### src/rtl/txn_clk_gate_ctrl.sv
module txn_clk_gate_ctrl #(
  parameter int NUM_DOM = 4
) (
  input  logic               clk,
  input  logic               rst_n,
  input  logic               hint_we,
  input  logic [NUM_DOM-1:0] hint_wdata,
  input  logic [NUM_DOM-1:0] dom_idle,
  input  logic               low_power,
  output logic [NUM_DOM-1:0] clk_en,
  output logic [NUM_DOM-1:0] en_status
);

  localparam logic [NUM_DOM-1:0] ALL_ON = {NUM_DOM{1'b1}};

  logic [NUM_DOM-1:0] hint_q;
  logic [NUM_DOM-1:0] hint_eff;
  logic [NUM_DOM-1:0] en_q;
  logic [NUM_DOM-1:0] en_d;
  logic [NUM_DOM-1:0] stat_q;

  assign hint_eff = hint_we ? hint_wdata : hint_q;

  // Enable on hint, hold while busy, drop on idle; low power wins.
  assign en_d = low_power ? '0 : (hint_eff | (en_q & ~dom_idle));

  always_ff @(posedge clk or negedge rst_n) begin
    if (!rst_n) begin
      hint_q <= ALL_ON;
      en_q   <= ALL_ON;
      stat_q <= ALL_ON;
    end else begin
      hint_q <= hint_eff;
      en_q   <= en_d;
      stat_q <= en_d;
    end
  end

  assign clk_en    = en_q;
  assign en_status = stat_q;


  low_power_gates_all_chk: assert property (@(posedge clk) disable iff (!rst_n)
    low_power |=> (clk_en == '0));


  status_tracks_enable_chk: assert property (@(posedge clk) disable iff (!rst_n)
    en_status == clk_en);

  for (genvar i = 0; i < NUM_DOM; i++) begin : g_dom_chk

    enable_on_write_chk: assert property (@(posedge clk) disable iff (!rst_n)
      (!low_power && hint_we && hint_wdata[i]) |=> clk_en[i]);


    busy_holds_clock_chk: assert property (@(posedge clk) disable iff (!rst_n)
      (!low_power && clk_en[i] && !dom_idle[i]) |=> clk_en[i]);


    gated_stays_off_chk: assert property (@(posedge clk) disable iff (!rst_n)
      (!clk_en[i] && !hint_q[i] && !(hint_we && hint_wdata[i])) |=> !clk_en[i]);
  end

endmodule

### config.mk
export PLATFORM = sky130hd
export DESIGN_NAME = txn_clk_gate_ctrl
export DESIGN_NICKNAME = d
export VERILOG_FILES = /design/src/rtl/txn_clk_gate_ctrl.sv
export SDC_FILE = /design/constraint.sdc
export NUM_CORES = 1
export LEC_CHECK = 0
export ABC_AREA = 1
export BUFFER_PORTS_ARGS = -buffer_cell sky130_fd_sc_hd__buf_2
export CAP_MARGIN = 15
export CORE_AREA = 2 2 39 41
export CTS_CLUSTER_DIAMETER = 120
export DETAILED_ROUTE_END_ITERATION = 12
export DIE_AREA = 0 0 41 43
export PLACE_DENSITY = 0.53
export SLEW_MARGIN = 40
export SYNTH_ARGS = -nofsm -noshare
export SYNTH_HDL_FRONTEND = slang
export SYNTH_SLANG_ARGS = --single-unit
### constraint.sdc
create_clock -name clk -period 0.9 [get_ports clk]
set_input_delay 0.18 -clock clk [delete_from_list [all_inputs] [get_ports clk]]
set_output_delay 0.18 -clock clk [all_outputs]
set_load 0.1 [all_outputs]
# After elaboration in Yosys (flattened, before gate mapping)

Cells that the tools add are included.

Multiplexer cells: 2
Bitwise gates (word level): 3

Operator list:

| operator          | count |
|---|---|
| 2-to-1 mux 4 bit  | 2 |
| bitwise AND 4 bit | 1 |
| inverter 4 bit    | 1 |
| bitwise OR 4 bit  | 1 |

Bits in registers: 8
Input port bits: 12
Output and inout bits: 8
Word-level logic and storage cells: 7

# Logic depth before layout (Yosys ltp)

Depth in word-level cells: 4
Depth in mapped cells: 5
Gate-level depth less buffers: 5

# Worst setup path after synthesis

No wires, ideal clock.

Path type: reg-to-output
From: register stat_q[0] (netlist: en_status[0])
To: output en_status[0]
Data arrival time: 1227 ps
Data required time: 720 ps
Path slack: -507 ps
Stages on the path, launching flop included: 2
Buffers on the path: 1
Cell sequence: dfstp_2 > buf_4

RTL lines:

| what                     | RTL line | text |
|---|---|---|
| start: declaration       | 20       | `logic [NUM_DOM-1:0] stat_q;` |
| start signal: assignment | 35       | `stat_q <= en_d;` |
| end: declaration         | 11       | `output logic [NUM_DOM-1:0] en_status` |

No word-level cell between the ends.

==> impl_metrics.json <==
{
  "maxSlewViolCount": 0,
  "worstReg2RegStart": "en_status[1]",
  "clock_sinks": 8,
  "hp-start": "hint_wdata[1]",
  "fin_util_pct": 46.7,
  "drt_iter0_markers": 2,
  "avgViaCountPerCell": 4.11,
  "syn_area_per_cell_um2": 8.40,
  "period_minus_slack_ps": 1250,
  "core_region_area_um2": 1380,
  "power.leakage_uw": 0.000355,
  "post-place-ws_ps": -85.6,
  "yosys_warnings": 0,
  "ys_types": 7,
  "root_buffer": "clkbuf_4",
  "dp_hpwl_um": 525,
  "hold_slack_ps": 154,
  "track_usage_pct": 9.74,
  "gp_congestion": 0.718,
  "cts_tree": "done",
  "worstPathArrival_ps": 1070,
  "fin_skew_ps": 1.15,
  "grt-ovfl-total": 0,
  "die_w_um": 41,
  "syn_to_final_growth_pct": 67.3,
  "power_density_nw_per_um2": 1770,
  "dr.pass1.iters": 4,
  "crit_path_start_kind": "flip-flop",
  "wl_per_cell_um": 8.20,
  "critPathLaunch": "en_status[0]",
  "period_share_pct": 139,
  "setup_slack_ps": -351,
  "slowest_stage": "dfstp_4",
  "cts_buffers": 3,
  "grt_pass1_wl_um": 1060,
  "antenna_found_initial": 0,
  "grt_pass1_vias": 279,
  "endpoint_kind": "output port",
  "routed_wl_um": 664,
  "grt_start_max_net_pins": 9,
  "clkTransAtPathRegs_ps": 50,
  "portBuffers": 19,
  "final_nets": 79,
  "cap_violations": 0,
  "ys_seq_area_share_pct": 54.4,
  "finalHoldViolCount": 0,
  "diodes": 0,
  "dieArea_um2": 1760,
  "drcViolationCount": 0,
  "crit_type": "flip-flop to output port",
  "max_stage_delay_ps": 650,
  "crit_family": "flip-flops",
  "dieHeight_um": 43,
  "fin_setup_tns_ps": -2800,
  "htreeDepth": 1,
  "max_freq_mhz": 799,
  "worst_ir_drop_vdd_v": 0.000833,
  "slew_headroom_pct": 88.3,
  "drive_gt1_share_pct": 52.3,
  "run_status": "finished with violations",
  "clock_path_buffers": 2,
  "violations": "setup timing",
  "dr_total_vias": 333,
  "cts_setup_buffers": 0,
  "syn_inst": 46,
  "ys_ff_latch": 8,
  "syn_area_um2": 387,
  "totalPowerFinal_uw": 1150,
  "hold_path_class": "input pin to flip-flop",
  "tightest_slew_ps": 176,
  "synth_fp_nets": 58,
  "path_cells": "buf_12",
  "rows": 14,
  "crit_buf_inv": 1,
  "crit_required_ps": 720,
  "io_pins": 20,
  "start_util_pct": 27.9,
  "clk_latency_ps": 250,
  "ant_nets": 0,
  "rsz0062_at_grt": "true",
  "setup_violations": 9,
  "cp_max_fo": 3
}
[per-stage QoR]
| stage | instances | area, um2 |
|---|---|---|
| global route | 81 | 647 |
| detailed placement | 77 | 607 |
| CTS | 81 | 647 |
| finish | 81 | 647 |
| global placement | 77 | 607 |
| floorplan | 46 | 452 |
[path summary, 6_finish.rpt]
path / endpoint / slack (ps) / depth (start not counted)
min in group asynchronous: hint_q[1] / 510 / 2
worst max-delay path: clk_en[0] / -350 / 1
worst max register to register: en_status[1] / -20 / 4
worst min-delay path: hint_q[1] / 150 / 3
max in group asynchronous: hint_q[3] / 370 / 2
worst min register to register: hint_q[2] / 480 / 2
[cells by family after synthesis]
group                  count (synthesis)  share of synthesized area (%)
AND/OR/NAND/NOR                       24                           24.6
flip-flops                             8                           54.4
buffers and inverters                 14                           21.0
[report_power, final]
part	leakage, uW	switching, uW	total, uW	internal [uW]
Clock	0.0000138	112	264	152
Sequential	0.0000867	30.1	452	422
Combinational	0.000255	273	431	158
[registers in the layout, indices dropped and copies added, names as in the netlist]
register	count
en_status	4
hint_q	4
[layer usage]
metal  track usage [%]  vias up  share of wire (%)
met3              3.14        2                7.2
met5                 0        -                  0
met1              9.30      145                 40
met2              14.7       14                 49
li1                  -      172                  -
met4              10.0        0                3.8
[cells in the mapped netlist]
library cell  number  area share, %
inv_2              1           0.97
inv_1              8            7.8
dfstp_2            8             54
nand3_1            4            5.2
bufinv_8           1            4.5
buf_4              4            7.8
nand2_1           20             19
[placed cells by master (no fill, tap or decap), drive strengths merged]
| master | Yosys | final |
|---|---|---|
| dfstp | 8 | 8 |
| nand2 | 20 | 20 |
| clkbuf | 0 | 3 |
| inv | 9 | 9 |
| bufinv | 1 | 1 |
| dlygate4sd3 | 0 | 1 |
| buf | 4 | 19 |
| nand3 | 4 | 4 |
[layout make-up]
class,count,area (um2)
Timing Repair Buffer,20,225
Multi-Input combinational cell,24,103
Tap cell,16,20.0
Inverter,10,51.3
Sequential cell,8,225
Fill cell,130,737
Clock buffer,3,22.5
[repair_timing]
action / in CTS / in global routing
resized for setup: 2 / 0
hold buffers: 1 / 0
endpoints found under the setup margin: 12 / 12
hold endpoints to repair: 8 / 0
Power figures use the tool's default switching activity.
